## src/rtl/kwd_pkg.sv

```systemverilog
package kwd_pkg;
   localparam int KEY_W = 16;
   localparam logic [KEY_W-1:0] KEY_START   = 16'hCCCC;
   localparam logic [KEY_W-1:0] KEY_UNLOCK  = 16'h5555;
   localparam logic [KEY_W-1:0] KEY_REFRESH = 16'hAAAA;

   typedef enum logic [1:0] {
      SEL_KEY    = 2'd0,
      SEL_PRESC  = 2'd1,
      SEL_RELOAD = 2'd2,
      SEL_WINDOW = 2'd3
   } reg_sel_e;
endpackage

```

## src/rtl/kwd_cfg_slot.sv

```systemverilog
// One configuration register with a transfer stage into the counting logic.
module kwd_cfg_slot #(
   parameter int W = 8,
   parameter logic [W-1:0] RST_VAL = '0,
   parameter int STAGES = 2
) (
   input  logic         clk,
   input  logic         rst_n,
   input  logic         load,
   input  logic [W-1:0] din,
   output logic [W-1:0] value,
   output logic         busy,
   output logic         apply
);
   if (STAGES == 0) begin : g_direct
      always_ff @(posedge clk or negedge rst_n) begin
         if (!rst_n)    value <= RST_VAL;
         else if (load) value <= din;
      end
      assign busy  = 1'b0;
      assign apply = load;
   end else begin : g_staged
      localparam int TW = $clog2(STAGES + 1);
      logic [TW-1:0] tmr;
      logic [W-1:0]  pend;

      assign busy  = (tmr != '0);
      assign apply = (tmr == TW'(1)) && !load;

      always_ff @(posedge clk or negedge rst_n) begin
         if (!rst_n) begin
            tmr   <= '0;
            pend  <= RST_VAL;
            value <= RST_VAL;
         end else if (load) begin
            pend <= din;
            tmr  <= TW'(STAGES);
         end else if (tmr != '0) begin
            tmr <= tmr - TW'(1);
            if (tmr == TW'(1)) value <= pend;
         end
      end
   end
endmodule

```

## src/rtl/kwd_prescaler.sv

```systemverilog
// Power-of-two clock divider: one tick every 4 << code enabled clocks.
module kwd_prescaler #(
   parameter int PRE_W    = 3,
   parameter int MAX_CODE = 6
) (
   input  logic             clk,
   input  logic             rst_n,
   input  logic             en,
   input  logic             clr,
   input  logic [PRE_W-1:0] code,
   output logic             tick
);
   localparam int DIV_W = MAX_CODE + 2;

   logic [DIV_W:0]   phase;
   logic [DIV_W:0]   span;
   logic [PRE_W-1:0] code_c;

   assign code_c = (int'(code) > MAX_CODE) ? PRE_W'(MAX_CODE) : code;
   assign span   = (DIV_W + 1)'(4) << code_c;
   assign tick   = en && (phase == span - (DIV_W + 1)'(1));

   always_ff @(posedge clk or negedge rst_n) begin
      if (!rst_n)     phase <= '0;
      else if (clr)   phase <= '0;
      else if (tick)  phase <= '0;
      else if (en)    phase <= phase + (DIV_W + 1)'(1);
   end
endmodule

```

## src/rtl/kwd_watchdog.sv

```systemverilog
module kwd_watchdog
   import kwd_pkg::*;
#(
   parameter int CNT_W       = 12,
   parameter int PRE_W       = 3,
   parameter int MAX_CODE    = 6,
   parameter int SYNC_STAGES = 2
) (
   input  logic             clk,
   input  logic             rst_n,
   input  logic             strap_start,
   input  logic             dbg_freeze,
   input  logic             core_halted,
   input  logic             wr_en,
   input  logic [1:0]       wr_addr,
   input  logic [KEY_W-1:0] wr_data,
   output logic             running,
   output logic [2:0]       busy,
   output logic [CNT_W-1:0] count,
   output logic             rst_req
);
   localparam logic [CNT_W-1:0] CNT_MAX = '1;

   if (CNT_W < 2 || CNT_W > KEY_W) begin : g_bad_cnt
      $error("kwd_watchdog: CNT_W out of range");
   end
   if (MAX_CODE >= (1 << PRE_W) || MAX_CODE < 0) begin : g_bad_code
      $error("kwd_watchdog: MAX_CODE does not fit PRE_W");
   end
   if (SYNC_STAGES < 0) begin : g_bad_sync
      $error("kwd_watchdog: SYNC_STAGES negative");
   end

   logic             run_q, unlock_q, req_q;
   logic [CNT_W-1:0] cnt_q;
   logic [PRE_W-1:0] pre_code;
   logic [CNT_W-1:0] reload_val, win_val;
   logic             pre_busy, rel_busy, win_busy;
   logic             unused_pre_apply, unused_rel_apply, win_apply;
   logic             key_wr, cfg_ok, is_start, is_unlock, is_refresh;
   logic             frozen, step_en, tick, early, expire, reload_now;

   assign key_wr     = wr_en && (reg_sel_e'(wr_addr) == SEL_KEY);
   assign cfg_ok     = wr_en && (reg_sel_e'(wr_addr) != SEL_KEY) && unlock_q;
   assign is_start   = key_wr && (wr_data == KEY_START);
   assign is_unlock  = key_wr && (wr_data == KEY_UNLOCK);
   assign is_refresh = key_wr && (wr_data == KEY_REFRESH);

   kwd_cfg_slot #(.W(PRE_W), .RST_VAL('0), .STAGES(SYNC_STAGES)) u_presc (
      .clk(clk), .rst_n(rst_n),
      .load(cfg_ok && reg_sel_e'(wr_addr) == SEL_PRESC),
      .din(wr_data[PRE_W-1:0]),
      .value(pre_code), .busy(pre_busy), .apply(unused_pre_apply));

   kwd_cfg_slot #(.W(CNT_W), .RST_VAL(CNT_MAX), .STAGES(SYNC_STAGES)) u_reload (
      .clk(clk), .rst_n(rst_n),
      .load(cfg_ok && reg_sel_e'(wr_addr) == SEL_RELOAD),
      .din(wr_data[CNT_W-1:0]),
      .value(reload_val), .busy(rel_busy), .apply(unused_rel_apply));

   kwd_cfg_slot #(.W(CNT_W), .RST_VAL(CNT_MAX), .STAGES(SYNC_STAGES)) u_window (
      .clk(clk), .rst_n(rst_n),
      .load(cfg_ok && reg_sel_e'(wr_addr) == SEL_WINDOW),
      .din(wr_data[CNT_W-1:0]),
      .value(win_val), .busy(win_busy), .apply(win_apply));

   assign frozen  = dbg_freeze && core_halted;
   assign step_en = run_q && !frozen;

   kwd_prescaler #(.PRE_W(PRE_W), .MAX_CODE(MAX_CODE)) u_div (
      .clk(clk), .rst_n(rst_n), .en(step_en), .clr(reload_now),
      .code(pre_code), .tick(tick));

   assign early      = is_refresh && run_q && (win_val != CNT_MAX) && (cnt_q > win_val);
   assign expire     = tick && (cnt_q == '0);
   assign reload_now = is_refresh || win_apply || expire;

   always_ff @(posedge clk or negedge rst_n) begin
      if (!rst_n) begin
         run_q    <= 1'b0;
         unlock_q <= 1'b0;
         req_q    <= 1'b0;
         cnt_q    <= CNT_MAX;
      end else begin
         if (is_start || strap_start) run_q <= 1'b1;
         if (is_unlock)                        unlock_q <= 1'b1;
         else if (key_wr && !is_start && !is_refresh) unlock_q <= 1'b0;
         req_q <= expire || early;
         if (reload_now)  cnt_q <= reload_val;
         else if (tick)   cnt_q <= cnt_q - CNT_W'(1);
      end
   end

   assign running = run_q;
   assign busy    = {win_busy, rel_busy, pre_busy};
   assign count   = cnt_q;
   assign rst_req = req_q;
endmodule

```

## config.mk

```make
export PLATFORM = sky130hd
export DESIGN_NAME = kwd_watchdog
export DESIGN_NICKNAME = d
export VERILOG_FILES = /design/src/rtl/kwd_pkg.sv /design/src/rtl/kwd_cfg_slot.sv /design/src/rtl/kwd_prescaler.sv /design/src/rtl/kwd_watchdog.sv
export SDC_FILE = /design/constraint.sdc
export NUM_CORES = 1
export LEC_CHECK = 0
export ABC_CLOCK_PERIOD_IN_PS = 2250
export BUFFER_PORTS_ARGS = -buffer_cell sky130_fd_sc_hd__buf_2
export CORE_ASPECT_RATIO = 1.2
export CORE_MARGIN = 3
export CORE_UTILIZATION = 45
export DETAILED_ROUTE_END_ITERATION = 10
export PLACE_DENSITY = 0.75
export REMOVE_ABC_BUFFERS = 1
export SLEW_MARGIN = 20
export SYNTH_ARGS = -nofsm -noshare
export SYNTH_HDL_FRONTEND = slang
export SYNTH_SLANG_ARGS = --single-unit
export TNS_END_PERCENT = 10
```

## constraint.sdc

```tcl
create_clock -name clk -period 2.25 [get_ports clk]
set_clock_uncertainty 0.1 [all_clocks]
set_input_delay 0.225 -clock clk [delete_from_list [all_inputs] [get_ports clk]]
set_output_delay 0.225 -clock clk [all_outputs]
set_load 0.05 [all_outputs]
```

# == After elaboration in Yosys (flattened, before gate mapping) ==
# Cells that the tools add are included.
# totals
register_bits,84
inputBits,24
elab_cells,93
# op_classes
n_addsub,6
n_lt_le_gt_ge,2
eq_ne,11
shift,1
n_mux,14
bitwise,3
reduce_logical,42
# op_table
op,count
"equality test 16 bit, second input constant",2
2-to-1 mux 9 bit,3
2-to-1 mux 12 bit,2
logical AND 1 bit,19
nonzero test 2 bit,9
"equality test 16 x 15 -> 1 bit, second input constant",1
greater-than comparator 12 bit,1
zero test 12 bit,1
2-to-1 mux 2 bit,6
"!= test 12 bit, second input constant",1
"subtractor 12 x 1 -> 12 bit, second input constant",1
"adder 9 x 1 -> 9 bit, second input constant",1
equality test 9 bit,1
AND reduction 3 bit,3
"<< shifter 3 x 3 -> 9 bit, first input constant",1
"subtractor 9 x 1 -> 9 bit, second input constant",1
"equality test 2 x 1 -> 1 bit, second input constant",4
"subtractor 2 x 1 -> 2 bit, second input constant",3
"equality test 2 bit, second input constant",2
zero test 1 bit,4
logical OR 1 bit,4
"greater-than comparator 3 bit, second input constant",1
2-to-1 mux 3 bit,1
NOT 1 bit,3
3 further kinds,4

# == Depth between registers and ports, before layout ==
# Gate-level depths: netlist of the first run.
# depth
depth_word,9
ltp_mapped,9
ltp_nobuf,8

# == By module ==
# Synthesis of the first run repeated with hierarchy kept, for this count alone.
# hier_totals
cells_unflattened,383
hier_area_um2,4571.9
# by_module_without_submodules
mod,instances,cells_per_inst,area_each_um2
kwd_cfg_slot (u_reload ...),2,65,1118.6
kwd_watchdog,1,152,1303.8
kwd_prescaler,1,74,654.4
kwd_cfg_slot (u_presc),1,27,376.6

# == Worst setup path before layout of the first run ==
# No wires, ideal clock.
# synth_path
path_type,register to register
startpoint,"register run_q, in the netlist running"
endpoint,"register cnt_q[1], in the netlist count[1]"
setup_ns,0.096
arrival_time_ns,2.123
required_ns,2.054
path_slack_ns,-0.069
path_stages_with_launch,9
n_path_buf,2
synth_period_minus_slack_ns,2.319
cell_sequence,dfrtp_1 a21bo_2 a2111oi_4 nand2b_1 buf_6 a21oi_4 buf_6 mux2i_1 a2bb2oi_2
# synth_via
elab_chain_cells,5
word_cells_on_any_way,6
classes_between,1 x mux; 5 x reduce/logical
# synth_lines
element,line_no,source
from (decl),kwd_watchdog.sv:34,"logic run_q, unlock_q, req_q;"
from (signal assigned),kwd_watchdog.sv:80,run_q <= 1'b0;
from (signal assigned),kwd_watchdog.sv:85,if (is_start || strap_start) run_q <= 1'b1;
logical AND 1 bit *,kwd_watchdog.sv:68,assign step_en = run_q && !frozen;
logical AND 1 bit *,kwd_prescaler.sv:21,assign tick = en && (phase == span - (DIV_W + 1)'(1));
logical AND 1 bit,kwd_watchdog.sv:75,assign expire = tick && (cnt_q == '0);
logical OR 1 bit,kwd_watchdog.sv:76,assign reload_now = is_refresh || win_apply || expire;
2-to-1 mux 12 bit / nonzero test 2 bit (equally long branches),--,
to (signal assigned),kwd_watchdog.sv:89,if (reload_now) cnt_q <= reload_val;
to (signal assigned),kwd_watchdog.sv:90,else if (tick) cnt_q <= cnt_q - CNT_W'(1);
to (decl),kwd_watchdog.sv:35,logic [CNT_W-1:0] cnt_q;
# Mark *: on every way between the ends. The rest lies on a longest branch, timed or not.
# A chain may end at the register's enable or synchronous reset.

# == Worst setup path in the final report of the first run ==
# layout_path
startpoint,"register cnt_q[0], in the netlist count[0]"
endpoint,"register cnt_q[5], in the netlist count[5]"
# layout_via
elab_chain_cells,4
word_cells_on_any_way,7
classes_between,1 x add/sub; 2 x mux; 4 x reduce/logical
# layout_lines
element
"parallel branches: the longest is 4 deep, another holds subtractor 12 x 1 -> 12 bit"
# Parallel ways; which one is timed is not known. The select of a mux whose other input is x is not followed.

==> flow_summary.toml, run 1 <==
[run_status]
status = "finished, final reports clean"

[synthesis]
synth_xor_area_share_pct = 2.147
synthArstFlopShare_pct = 100.0
synthSimpleGateAreaFrac_pct = 13.50
avgSynthCellArea_um2 = 11.93
synth_top_area_cell = "dfstp_2"
synth_top_family_by_area = "multiplexers"
synth_compound_area_share_pct = 11.60
ys_types = 63
yosysWarnings = 0
ys_seq_elements = 84
syn_area_mm2 = 0.004487
synthTopCellsByArea = "dfstp_2 (35%), mux2_2 (14%), dfrtp_1 (13%), ha_1 (5.6%), inv_1 (2.3%)"
synthAdderAreaFrac_pct = 5.577
yosys.area.top_type_share_pct = 35.14
ys_seq_area_share_pct = 48.52
ys.flop_type = "dfstp_2"
synthCells = 376
synth_mux_area_share_pct = 14.75
synth_edf_count = 0

[layout]
layout_commonest_cell = "dfstp_2"
layout-drive-gt1-share_pct = 50.11
layout_common_cells = "dfstp_2 (60), mux2_2 (57), buf_2 (39)"
area_delta_synth_final_pct = 17.54
antenna_cells = 0
layout.nets = 478
instances_no_fill = 562
finish.utilization_pct = 54.86

[routing]
drt_iter0_drc = 145
route.vias.total = 3209
wl_um = 10250
firstDrtPassIters = 4
drc = 0
wl_per_cell_um = 18.24
viasPerCell = 5.710
drtAntennaViolNets = 0

[critical_path]
path_class = "register to register"
endpoint_kind = "register"
cp.arrival_ps = 2370
cp_slowest_stage_delay_ps = 510
slowest_stage = "or4b_4"
path_delay_family = "simple AND/OR/NAND/NOR gates"
cp_cell_sequence = "inv_1, ha_2, or4b_4, nor2_2, nand2_1, a2111oi_1, o32a_1"
worstSetupStartpointType = "register"
crit_path_max_fanout = 5
cp.required_ps = 2430
cp.buffers_inverters = 1

[flow_run]
drv_cap = 0

[clock_network]
clock_path_buffers = 2
cts_tree = "yes"
cts_root_buf = "clkbuf_16"
cts.clk_slew.worst_paths_ps = 70
htreeDepth = 3
cts_buffers = 9
cts_num_sinks = 84
clk_latency_ps = 340

[timing]
fmax_mhz = 457.6
tightest_slew_ps = 592.5
setup_viol = 0
fin_tns_setup_ps = 0
maxSlewViolCount = 0
relSlewSlack_pct = 60.39
hold_viol_final = 0
period_needed_ps = 2185
worst_hold_slack_ps = 66.57
grt_setup_unrepaired = "yes"
period_share_pct = 97.12

[pwr]
ir_drop_mv = 0.4163
power.leakage_nw = 2.294
power.density_mw_per_mm2 = 1104

[placed_design]
dp.cells = 544
port_buffers = 40
dp.final_hpwl_um = 7677
gp_congestion = 0.8755

[grt]
grt_pass1_vias = 3278
grt_pass1_wl_um = 16820
grt_max_degree = 44
antenna_found_initial = 0
grt_overflow = 0
grt_use_total_pct = 18.95

[die]
die_h_um = 115.4
dieArea_mm2 = 0.01121
rows = 39
die_w_um = 97.16
coreArea_mm2 = 0.009613
start_util_pct = 46.67
io_pins = 41

[hold_path]
min_path_type = "primary input to register"
-- layer usage --
metal  global-route usage, %  vias up  share of wire (%)
met2                   31.40      100                 49
li1                        -     1500                  -
met3                   2.549       22                4.9
met1                   24.50     1587                 43
met4                   9.644        0                2.6
met5                       0        -                  0
-- worst paths after layout --
| check | from | cells after the start | end | slack [ps] |
|---|---|---|---|---|
| worst max-delay path | count[0] | 7 | count[5] | 60 |
| worst min-delay path | wr_data[7] | 2 | u_window.g_staged.pend[7] | 70 |
| worst max register to register | count[0] | 7 | count[5] | 60 |
| worst min register to register | u_reload.value[9] | 1 | count[9] | 390 |
| max in group asynchronous | rst_n | 3 | u_reload.value[1] | 1190 |
| min in group asynchronous | rst_n | 2 | u_reload.g_staged.tmr[0] | 250 |
-- per-stage QoR --
step	setup slack, ps	power, W	cell area [um2]
after floorplan	-267.7	0.003717	4413
after global placement	8.174	0.004254	4910
after detailed placement	-17.72	0.004346	4910
after CTS	-4.226	0.005773	5214
after global routing	-42.76	0.006162	5274
final	64.76	0.005823	5274
-- cell families (layout without fill, tap and decap cells) --
group                    count (synthesis)  count (layout)
AO/OA/AOI/OAI                           59              60
XOR/XNOR                                11              11
adder cells (fa/ha/maj)                 20              20
buffers and inverters                   39             101
flip-flops                              84              84
multiplexers                            59              59
AND/OR/NAND/NOR                        104             104
-- cell type report --
type / instances / area [um2]
clock inverters: 7 / 56.30
multi-input cells: 254 / 2203
well taps: 123 / 153.9
repair buffers: 58 / 352.8
inverters: 27 / 101.3
clock buffers: 9 / 225.2
flip-flops and latches: 84 / 2181
fillers: 790 / 4339
-- sequential cells by signal, indices dropped and copies added, names as in the netlist --
| signal | count |
|---|---|
| u_reload.value | 12 |
| u_div.phase | 9 |
| unlock_q | 1 |
| u_window.g_staged.pend | 12 |
| u_window.g_staged.tmr | 2 |
| u_presc.g_staged.tmr | 2 |
| u_reload.g_staged.tmr | 2 |
| u_reload.g_staged.pend | 12 |
| running | 1 |
| u_presc.value | 3 |
| rst_req | 1 |
| u_presc.g_staged.pend | 3 |
| u_window.value | 12 |
| count | 12 |
-- power breakdown --
part | leakage (nW) | internal, W | switching [W]
registers | 0.928 | 0.00179 | 0.000258
clock network | 0.133 | 0.000762 | 0.000645
logic | 1.23 | 0.000933 | 0.00144
-- synth_stat cells, types with 3 or more instances --
library cell	n
nand2_1	17
nand2b_1	3
and2_1	5
ha_1	20
dfrtp_1	24
nand3_1	11
nor2b_1	3
nand4_1	10
xor2_1	4
inv_1	27
a21oi_1	6
and3_1	3
a211o_1	3
a211oi_1	3
clkbuf_1	3
o21ai_0	7
nor2_1	19
or2_2	3
a21o_1	8
mux2_2	57
xnor2_1	7
nor3_1	5
dfstp_2	60
nor4bb_1	9
o211a_1	3
nor4_1	4
buf_4	3
-- repair_timing --
item | CTS | global route
gates resized for setup | 2 | 15
hold buffers | 1 | 0
setup buffers | 0 | 0
pin swaps | 0 | 1
cloned | 1 | 0
endpoints found under the hold margin | 23 | 0
endpoints found under the setup margin | 5 | 20
Note: power is estimated with default switching activity, not from simulation.
==> inputs of run 2 (changes only) <==
Settings changed: ABC_AREA set to 1, CORE_ASPECT_RATIO 1.2 to not set, CORE_MARGIN 3 to not set.
==> flow_summary.toml, run 2 <==
[die]
dieArea_mm2 = 0.01130
die_w_um = 106.3
rows = 37
io_pins = 41
die_h_um = 106.3
coreArea_mm2 = 0.01042
start_util_pct = 46.99

[synthesis]
ys.flop_type = "dfstp_2"
syn_area_mm2 = 0.004895
yosys.cell_count.top_type = "nand2_1"
synthArstFlopShare_pct = 100.0
synthCells = 611
yosysWarnings = 0
ys_seq_elements = 84
synth_top_area_cell = "dfstp_2"
ys_types = 36
yosys.area.top_type_share_pct = 32.21
yosys-top-cells-count = "nand2_1 (161), inv_1 (96), dfstp_2 (60)"
ys_seq_area_share_pct = 44.48
synth_edf_count = 0
avgSynthCellArea_um2 = 8.011
synthTopCellsByArea = "dfstp_2 (32%), nand2_1 (12%), dfrtp_1 (12%), inv_1 (7.4%), o21ai_0 (5.9%)"

[critical_path]
reg2regPathDepth = 8
worstSetupStartpointType = "register"
endpoint_kind = "register"
r2r_end = "count[0]"
r2r_slack_ps = 180
crit_path_max_fanout = 14
cp.required_ps = 2440
path_class = "register to register"
r2r_start = "u_window.g_staged.tmr[0]"
cp.arrival_ps = 2260

[grt]
grt_pass1_wl_um = 18830
grt_pass1_vias = 3940
grt_max_degree = 53
grt_overflow = 0
grt_use_total_pct = 21.17
antenna_found_initial = 0

[clock_network]
clk_latency_ps = 350
htreeDepth = 3
cts_num_sinks = 84
cts.clk_slew.worst_paths_ps = 90
cts_buffers = 9
clock_path_buffers = 2
cts_tree = "yes"
cts_setup_buffers = 0
cts_root_buf = "clkbuf_8"

[run_status]
status = "finished, final reports clean"

[placed_design]
port_buffers = 40
gp_congestion = 0.8713
dp.final_hpwl_um = 8223
post_dp_cell_area_mm2 = 0.005230

[layout]
layout-drive-gt1-share_pct = 25.15
layout.nets = 699
area_delta_synth_final_pct = 11.96
layout_common_cells = "nand2_1 (161), inv_1 (96), dfstp_2 (60)"
antenna_cells = 0
postLayoutCellArea_mm2 = 0.005480
layout_commonest_cell = "nand2_1"
finish.utilization_pct = 52.61

[routing]
drt_iter0_drc = 269
firstDrtPassIters = 5
wl_per_cell_um = 13.72
route.vias.total = 4060
drc = 0
wl_um = 10920
viasPerCell = 5.101
drtAntennaViolNets = 0

[hold_path]
hp-start = "wr_data[3]"
min_path_type = "primary input to register"
whs_path_depth = 3
hold-path-endpoint = "u_reload.g_staged.pend[3]"

[flow_run]
drv_cap = 0

[timing]
hold_viol_final = 0
fmax_mhz = 483.4
period_needed_ps = 2069
setup_viol = 0
period_share_pct = 91.94
relSlewSlack_pct = 55.66
grt_setup_unrepaired = "no"
tightest_slew_ps = 665.1
maxSlewViolCount = 0
worst_hold_slack_ps = 36.83
fin_tns_setup_ps = 0

[pwr]
power.leakage_nw = 2.889
ir_drop_mv = 0.7813
power.density_mw_per_mm2 = 1309
==> run 2: cell count changes after synthesis, sizes merged, moves of 4 or more <==
cell     change
inv         +74
o21ai       +50
nand4        +4
a21o         -8
and2         -5
a2111oi      -4
nor2        +36
nor4bb       -9
nand3b       +4
mux2        -57
clkbuf       +4
nand2      +158
xor2         +5
nand3       +35
==> run 2: logic make-up after synthesis <==
family | synth area share, %
simple gates | 30.21
buf+inv | 9.918
flops | 44.48
compound gates | 7.950
fa+ha+maj | 5.112
xor+xnor | 2.326
==> run 2: worst max-delay path, cell delays in order, from the launching register on <==
cell     delay (ps)
dfrtp_1         410
ha_1            210
inv_1            50
nor2_1           70
a21oi_4         450
nand2_2         290
inv_2           260
nand2_1          90
nand2_1          70
==> run 2: power by group <==
group / total [W] / internal [W] / switching (W)
Combinational: 0.00328 / 0.00107 / 0.00221
Sequential: 0.00272 / 0.00222 / 0.000502
Clock: 0.00117 / 0.000618 / 0.000552
==> run 2: worst max-delay path by stage <==
stage | end | cells past startpoint | slack (ps) | start
after detailed placement | u_div.phase[2] | 11 | 130 | count[0]
final | count[0] | 8 | 180 | u_window.g_staged.tmr[0]
after global routing | count[8] | 8 | 40 | u_window.g_staged.tmr[0]
after global placement | u_div.phase[7] | 11 | 220 | count[0]
after floorplan | u_div.phase[2] | 11 | 40 | count[0]
after CTS | u_div.phase[2] | 11 | 120 | count[0]
==> run 2: final cells by class <==
type / count / area (um2)
Inverter: 102 / 382.9
Tap cell: 136 / 170.2
Fill cell: 998 / 4936
Sequential cell: 84 / 2177
Multi-Input combinational cell: 409 / 2241
Timing Repair Buffer: 49 / 287.8
Clock inverter: 4 / 55.05
Clock buffer: 12 / 166.4
==> run 2: what timing repair did <==
item	4_1_cts	5_1_grt
endpoints found under the hold margin	19	0
endpoints found under the setup margin	0	8
hold buffers	2	0
resized for setup	0	1
==> run 2: through the flow <==
stage / worst slack [ps] / total power (W) / std cells
final: 181.3 / 0.007176 / 796
after global routing: 39.87 / 0.007781 / 796
after CTS: 117.1 / 0.007196 / 796
after detailed placement: 129.3 / 0.006005 / 778
after global placement: 215.3 / 0.005831 / 778
after floorplan: 42.17 / 0.005130 / 595
==> run 2: metal layers <==
metal	track usage, %	routed length [um]	vias to the layer above
met5	0	0	-
met4	6.845	147	0
met3	2.085	414	10
met2	34.60	5133	97
met1	29.53	5224	1945
li1	-	-	2008
